$ cat src/rtl/enq_pkg.sv
package enq_pkg;
    localparam int CMD_W      = 512;
    localparam int TID_W      = 32;
    localparam int ID_W       = 20;
    localparam int TID_VLD    = 31;
    localparam int PRIV_BIT   = 31;
    localparam int LANE_W     = 32;
    localparam int FLAG_W     = 6;
    localparam int ZF_BIT     = 3;

    typedef enum logic [1:0] {
        FLT_NONE  = 2'd0,
        FLT_TID   = 2'd1,
        FLT_SRC   = 2'd2,
        FLT_ALIGN = 2'd3
    } fault_e;

    typedef enum logic [1:0] {
        ST_IDLE  = 2'd0,
        ST_ISSUE = 2'd1,
        ST_WAIT  = 2'd2
    } state_e;

    typedef struct packed {
        logic   zf;
        fault_e fault;
    } result_t;

    function automatic fault_e pick_fault(input logic tid_ok,
                                          input logic src_ok,
                                          input logic aligned);
        if (!tid_ok)       return FLT_TID;
        else if (!src_ok)  return FLT_SRC;
        else if (!aligned) return FLT_ALIGN;
        else               return FLT_NONE;
    endfunction

    function automatic logic [FLAG_W-1:0] flags_of(input logic zf);
        logic [FLAG_W-1:0] f;
        f = '0;
        f[ZF_BIT] = zf;
        return f;
    endfunction
endpackage

$ cat src/rtl/enq_fault_chk.sv
module enq_fault_chk
    import enq_pkg::*;
#(
    parameter int LINE_BYTES = 64,
    localparam int OFS_W = $clog2(LINE_BYTES)
) (
    input  logic              tid_valid,
    input  logic [LANE_W-1:0] src_low,
    input  logic [OFS_W-1:0]  addr_low,
    output fault_e            fault
);
    always_comb begin
        fault = pick_fault(tid_valid, src_low == '0, addr_low == '0);
    end

    always_comb begin
        assert_tid_first_R5: assert (tid_valid || fault == FLT_TID);
        assert_clean_R4: assert (!(tid_valid && src_low == '0 && addr_low == '0) || fault == FLT_NONE);
    end
endmodule

$ cat src/rtl/enq_cmd_fmt.sv
module enq_cmd_fmt
    import enq_pkg::*;
(
    input  logic [CMD_W-1:0] src,
    input  logic [ID_W-1:0]  ident,
    output logic [CMD_W-1:0] cmd
);
    localparam int LANES = CMD_W / LANE_W;

    for (genvar g = 0; g < LANES; g++) begin : g_lane
        if (g == 0) begin : g_head
            logic [LANE_W-1:0] head;
            always_comb begin
                head = '0;
                head[ID_W-1:0] = ident;
                head[PRIV_BIT] = 1'b0;
            end
            assign cmd[LANE_W-1:0] = head;
        end else begin : g_body
            assign cmd[g*LANE_W +: LANE_W] = src[g*LANE_W +: LANE_W];
        end
    end
endmodule

$ cat src/rtl/enq_issue_fsm.sv
module enq_issue_fsm
    import enq_pkg::*;
(
    input  logic    clk,
    input  logic    rst,
    input  logic    req_valid,
    input  fault_e  fault,
    input  logic    st_ready,
    input  logic    st_status_valid,
    input  logic    st_status_retry,
    output logic    req_ready,
    output logic    st_valid,
    output logic    load_en,
    output logic    done,
    output result_t res
);
    state_e  state;
    logic    done_q;
    result_t res_q;

    always_ff @(posedge clk) begin
        if (rst) begin
            state  <= ST_IDLE;
            done_q <= 1'b0;
            res_q  <= '0;
        end else begin
            done_q <= 1'b0;
            case (state)
                ST_IDLE: begin
                    if (req_valid) begin
                        if (fault != FLT_NONE) begin
                            done_q      <= 1'b1;
                            res_q.zf    <= 1'b0;
                            res_q.fault <= fault;
                        end else begin
                            state <= ST_ISSUE;
                        end
                    end
                end
                ST_ISSUE: if (st_ready) state <= ST_WAIT;
                ST_WAIT: begin
                    if (st_status_valid) begin
                        done_q      <= 1'b1;
                        res_q.zf    <= st_status_retry;
                        res_q.fault <= FLT_NONE;
                        state       <= ST_IDLE;
                    end
                end
                default: state <= ST_IDLE;
            endcase
        end
    end

    assign req_ready = (state == ST_IDLE);
    assign st_valid  = (state == ST_ISSUE);
    assign load_en   = req_ready && req_valid && (fault == FLT_NONE);
    assign done      = done_q;
    assign res       = res_q;

    assert_hold_R8: assert property (@(posedge clk) disable iff (rst)
        st_valid && !st_ready |=> st_valid);
    assert_drop_R8: assert property (@(posedge clk) disable iff (rst)
        st_valid && st_ready |=> !st_valid && !req_ready);
    assert_busy_R8: assert property (@(posedge clk) disable iff (rst)
        st_valid |-> !req_ready);
    assert_zf_R6: assert property (@(posedge clk) disable iff (rst)
        (state == ST_WAIT) && st_status_valid |=>
            done && res.zf == $past(st_status_retry) && res.fault == FLT_NONE);
    assert_noissue_R2: assert property (@(posedge clk) disable iff (rst)
        req_valid && req_ready && fault != FLT_NONE |=>
            !st_valid && done && res.fault == $past(fault));
    assert_ignore_R10: assert property (@(posedge clk) disable iff (rst)
        req_ready && st_status_valid && !req_valid |=> !done);
endmodule

$ cat src/rtl/enq_issue_unit.sv
module enq_issue_unit
    import enq_pkg::*;
#(
    parameter int ADDR_W     = 48,
    parameter int LINE_BYTES = 64
) (
    input  logic                clk,
    input  logic                rst,
    input  logic                req_valid,
    output logic                req_ready,
    input  logic [CMD_W-1:0]    req_src,
    input  logic [ADDR_W-1:0]   req_addr,
    input  logic [TID_W-1:0]    req_tid,
    output logic                st_valid,
    input  logic                st_ready,
    output logic [ADDR_W-1:0]   st_addr,
    output logic [CMD_W-1:0]    st_data,
    input  logic                st_status_valid,
    input  logic                st_status_retry,
    output logic                done,
    output logic [FLAG_W-1:0]   done_flags,
    output logic [1:0]          done_fault
);
    localparam int OFS_W = $clog2(LINE_BYTES);

    fault_e            fault;
    logic [CMD_W-1:0]  cmd_d;
    logic [CMD_W-1:0]  cmd_q;
    logic [ADDR_W-1:0] addr_q;
    logic              load_en;
    result_t           res;

    enq_fault_chk #(.LINE_BYTES(LINE_BYTES)) chk_i (
        .tid_valid (req_tid[TID_VLD]),
        .src_low   (req_src[LANE_W-1:0]),
        .addr_low  (req_addr[OFS_W-1:0]),
        .fault     (fault)
    );

    enq_cmd_fmt fmt_i (
        .src   (req_src),
        .ident (req_tid[ID_W-1:0]),
        .cmd   (cmd_d)
    );

    enq_issue_fsm fsm_i (
        .clk             (clk),
        .rst             (rst),
        .req_valid       (req_valid),
        .fault           (fault),
        .st_ready        (st_ready),
        .st_status_valid (st_status_valid),
        .st_status_retry (st_status_retry),
        .req_ready       (req_ready),
        .st_valid        (st_valid),
        .load_en         (load_en),
        .done            (done),
        .res             (res)
    );

    always_ff @(posedge clk) begin
        if (rst) begin
            cmd_q  <= '0;
            addr_q <= '0;
        end else if (load_en) begin
            cmd_q  <= cmd_d;
            addr_q <= req_addr;
        end
    end

    assign st_data    = cmd_q;
    assign st_addr    = addr_q;
    assign done_flags = done ? flags_of(res.zf) : '0;
    assign done_fault = done ? res.fault : FLT_NONE;

    assert_low_word_R1: assert property (@(posedge clk) disable iff (rst)
        req_valid && req_ready && fault == FLT_NONE |=>
            st_valid && st_data[LANE_W-1:0] == ($past(req_tid) & 32'h000F_FFFF)
            && st_data[CMD_W-1:LANE_W] == $past(req_src[CMD_W-1:LANE_W]));
    assert_stable_R8: assert property (@(posedge clk) disable iff (rst)
        st_valid && !st_ready |=> $stable(st_data) && $stable(st_addr));
    assert_flags_R7: assert property (@(posedge clk) disable iff (rst)
        done |-> $countones(done_flags) <= 1 && done_flags[ZF_BIT] == (done_flags != '0));
endmodule

$ cat config.mk
export PLATFORM = sky130hd
export DESIGN_NAME = enq_issue_unit
export DESIGN_NICKNAME = d
export VERILOG_FILES = /design/src/rtl/enq_pkg.sv /design/src/rtl/enq_fault_chk.sv /design/src/rtl/enq_cmd_fmt.sv /design/src/rtl/enq_issue_fsm.sv /design/src/rtl/enq_issue_unit.sv
export SDC_FILE = /design/constraint.sdc
export NUM_CORES = 1
export LEC_CHECK = 0
export ABC_AREA = 1
export CAP_MARGIN = 30
export CORE_AREA = 4 4 451 453
export CTS_CLUSTER_DIAMETER = 120
export DETAILED_ROUTE_END_ITERATION = 12
export DIE_AREA = 0 0 455 457
export PLACE_DENSITY_LB_ADDON = 0.1
export RECOVER_POWER = 50
export REMOVE_ABC_BUFFERS = 1
export SYNTH_ARGS = -nofsm -noshare
export SYNTH_HDL_FRONTEND = slang
export SYNTH_SLANG_ARGS = --single-unit
$ cat constraint.sdc
create_clock -name clk -period 3.9 [get_ports clk]
set_input_delay 0.39 -clock clk [delete_from_list [all_inputs] [get_ports clk]]
set_output_delay 0.39 -clock clk [all_outputs]
set_load 0.01 [all_outputs]
==> reports/qor_table.md <==
| Metric | This run |
|---|---|
| Sequential area share after synthesis | 0.563 |
| Arrival time worst endpoint | 3.54 ns |
| Final layout net count | 4185 |
| Layout cell share with drive strength beyond 1 | 0.0721 |
| Die Outline Area | 0.208 mm² |
| Die span in y | 457 µm |
| Clock period minus worst slack | 2.95 ns |
| Number of filler instances in the final layout | 22334 |
| Setup repair after global routing missed its margin | no |
| Worst-case vdd ir drop | 261 µV |
| Gp weighted congestion | 0.780 |
| Total of cells resized after clock tree synthesis | 0 |
| Count of synthesis-stage warnings from yosys | 0 |
| Worst hold path class | in -> reg |
| Root Driver | clkbuf_16 |
| Number of DRC markers in iteration 0 | 889 |
| Commonest non-fill, non-tap cells in the layout | nand2_1, clkdlybuf4s50_1, dfxtp_1 |
| Routed length per instance | 20.3 µm |
| Synth-to-Final Area Change | 87.3% |
| Die width | 455 µm |
| Wire length of the first global-routing pass | 174 mm |
| Required arrival time at the worst endpoint | 4.50 ns |
| TritonCTS clock tree | built |
| Met1 Resource Use GR | 0.127 |
| Number of distinct library cells after synthesis | 21 |
| Element type at the critical path end | flip-flop |
| Met3 Use GR | 0.0525 |
| Internal power | 10.6 mW |
| Period utilisation layout | 0.755 |
| Cell area after technology mapping | 0.0197 mm² |
| Logic pwr share | 0.057 |
| Max_slew headroom | 0.308 |
| GR Overflow Total | 0 |
| Row count | 164 |
| Largest net degree at the start of global routing | 93 |
| Final Hold Vio Count | 0 |
| Element type at the critical path start | input pin |
| Vias after detailed routing | 20475 |
| Most common cell after layout, fill and taps aside | nand2_1 |
| P_leak | 13.6 nW |
| # setup viols final | 0 |
| Number of register bits inferred by synthesis | 554 |
| Number of I/O port buffers | 1140 |
| Clock transition at the registers of the reported paths | 0.06 ns |
| Total power | 13.9 mW |
| Result of the run | complete, no violations |
| Final setup TNS | 0 ns |
| Pwr Density | 376 mW/mm² |
| Mean instance size in the synthesized netlist | 7.96 µm² |
| Aggregate routed wire length | 129 mm |
| Net switching power of the design | 3.25 mW |
| Number of buffers created by CTS | 82 |
| Detailed-routing iteration count for the pre-antenna-repair pass | 5 |
| Core area | 0.199 mm² |
| Worst-Margin Slew | 1.04 ns |
| Clock network fraction of total power | 0.535 |
| Clock Path Buffers | 3 |
| Final HPWL from detailed placement | 99.1 mm |
| Number of antenna-violating nets in the routed design | 0 |
| DR vias/cell | 3.24 |
| Total number of H-tree levels | 3 |
| Maximum operating frequency | 339 MHz |
| Number of antenna violations at the first check in global routing | 32 |
| Buffers inserted during post-CTS setup optimization | 0 |
| Worst hold slack | 0.248 ns |
| Final Slew Violations | 0 |
| CTS hold repair buffers | 0 |
| Max FO, Critical Path | 77 |
| Clock sinks | 554 |
| Clock latency on the worst-skew pair | 0.70 ns |
| Worst clock skew on the final layout | 0.0456 ns |
| Storage element area | 0.0111 mm² |
| Crit Path Class | in -> reg |
| Number of placed instances, taps included | 6159 |
| Number of global-route vias before repair | 20864 |
| Net switching fraction of the power | 0.234 |
| Overall Global Routing Usage | 0.118 |
| Most crowded layer after global routing | met2 |
| Number of top-level design ports | 1169 |
| Area of the multi-input gates | 0.00743 mm² |
| Total DRC errors in the routed layout | 0 |
| Part of the power in registers | 0.408 |
| Number of standard cells in the layout, taps in and fillers out | 6328 |
| Starting Density | 0.0989 |
| Post-synthesis cell count | 2475 |
| Max_cap viols | 0 |
| Global routing met2 resource utilization | 0.202 |
==> power by group through the flow <==
stage / combinational [mW] / clock [mW] / sequential (mW)
2_1_floorplan: 0.0199 / 0 / 5.79
3_3_place_gp: 0.812 / 0 / 5.79
3_5_place_dp: 0.807 / 0 / 5.79
4_1_cts: 0.813 / 7.87 / 5.66
5_1_grt: 0.847 / 8.04 / 5.66
6_report: 0.795 / 7.42 / 5.67
==> sequential cells by signal, indices dropped and copies added (netlist names) <==
register and cells:
fsm_i.done 1, fsm_i.state 2, st_data 500, st_addr 48, fsm_i.res 3
==> worst max-delay path, cell delays in order <==
cell	delay [ns]
dlygate4sd3_1	0.54
nor2_1	0.43
nand2_1	0.09
nor2_1	0.15
nand2_1	0.07
nor2_1	0.39
nand3_1	0.25
nor2_4	0.21
buf_12	0.17
buf_12	0.17
buf_12	0.35
nand2_1	0.11
a21oi_1	0.16
==> stage by stage <==
| step | cell area [µm²] | setup slack (ns) | utilization |
|---|---|---|---|
| final | 36900 | 0.954 | 0.185 |
| after global routing | 36900 | 0.717 | 0.185 |
| after detailed placement | 34300 | 0.544 | 0.172 |
| after CTS | 36900 | 1.32 | 0.185 |
| after global placement | 34300 | 0.554 | 0.172 |
| after floorplan | 18600 | -13.39 | - |
==> routing by layer <==
metal	routed length, µm	vias to the layer above
met1	49000	9408
li1	-	10148
met3	13100	153
met2	62900	750
met5	115	-
met4	3600	16
==> kinds of logic (layout without fill, tap and decap cells) <==
kind of cell	count (synthesis)	after routing	share of synthesized area
and+or+nand+nor	1161	1161	0.228
DFF	554	554	0.563
AOI/OAI and AO/OA	547	547	0.147
buffers and inverters	212	1369	0.0625
other	1	41	0.000190
==> synth_stat cells <==
library cell | n | share of area
conb_1 | 1 | 0.00019
buf_2 | 18 | 0.0046
o22ai_1 | 1 | 0.00032
and3_1 | 1 | 0.00032
buf_6 | 40 | 0.023
a31oi_1 | 1 | 0.00032
nand3_1 | 5 | 0.0013
buf_4 | 17 | 0.0065
nand2_2 | 40 | 0.013
nand3_2 | 1 | 0.00051
inv_2 | 1 | 0.00019
inv_1 | 12 | 0.0023
a21oi_2 | 40 | 0.018
nor2_1 | 38 | 0.0072
dfxtp_1 | 554 | 0.56
nor2_4 | 2 | 0.0011
nand4_1 | 2 | 0.00063
a21oi_1 | 505 | 0.13
nand2_1 | 1072 | 0.20
buf_12 | 3 | 0.0030
clkbuf_1 | 121 | 0.023
==> final cells by class <==
cell class | count | share of cell area
Antenna cell | 24 | 0.00163
Clock buffer | 136 | 0.0669
Clock inverter | 9 | 0.00369
Inverter | 13 | 0.00153
Multi-Input combinational cell | 1725 | 0.201
Sequential cell | 554 | 0.300
Tap cell | 2656 | 0.0900
Timing Repair Buffer | 1211 | 0.334
==> final timing paths <==
kind                            cells after the start  slack (ns)                         from                   endpoint
worst max-delay path                               13        0.95                  req_src[17]  st_data[447]$_SDFFE_PP0P_
worst min-delay path                                2        0.25                          rst  st_data[409]$_SDFFE_PP0P_
worst max register to register                      8        1.81  fsm_i.state[1]$_SDFFE_PP0P_  st_data[447]$_SDFFE_PP0P_
worst min register to register                      2        0.43      st_addr[4]$_SDFFE_PP0P_    st_addr[4]$_SDFFE_PP0P_
Power figures use the tool's default switching activity.
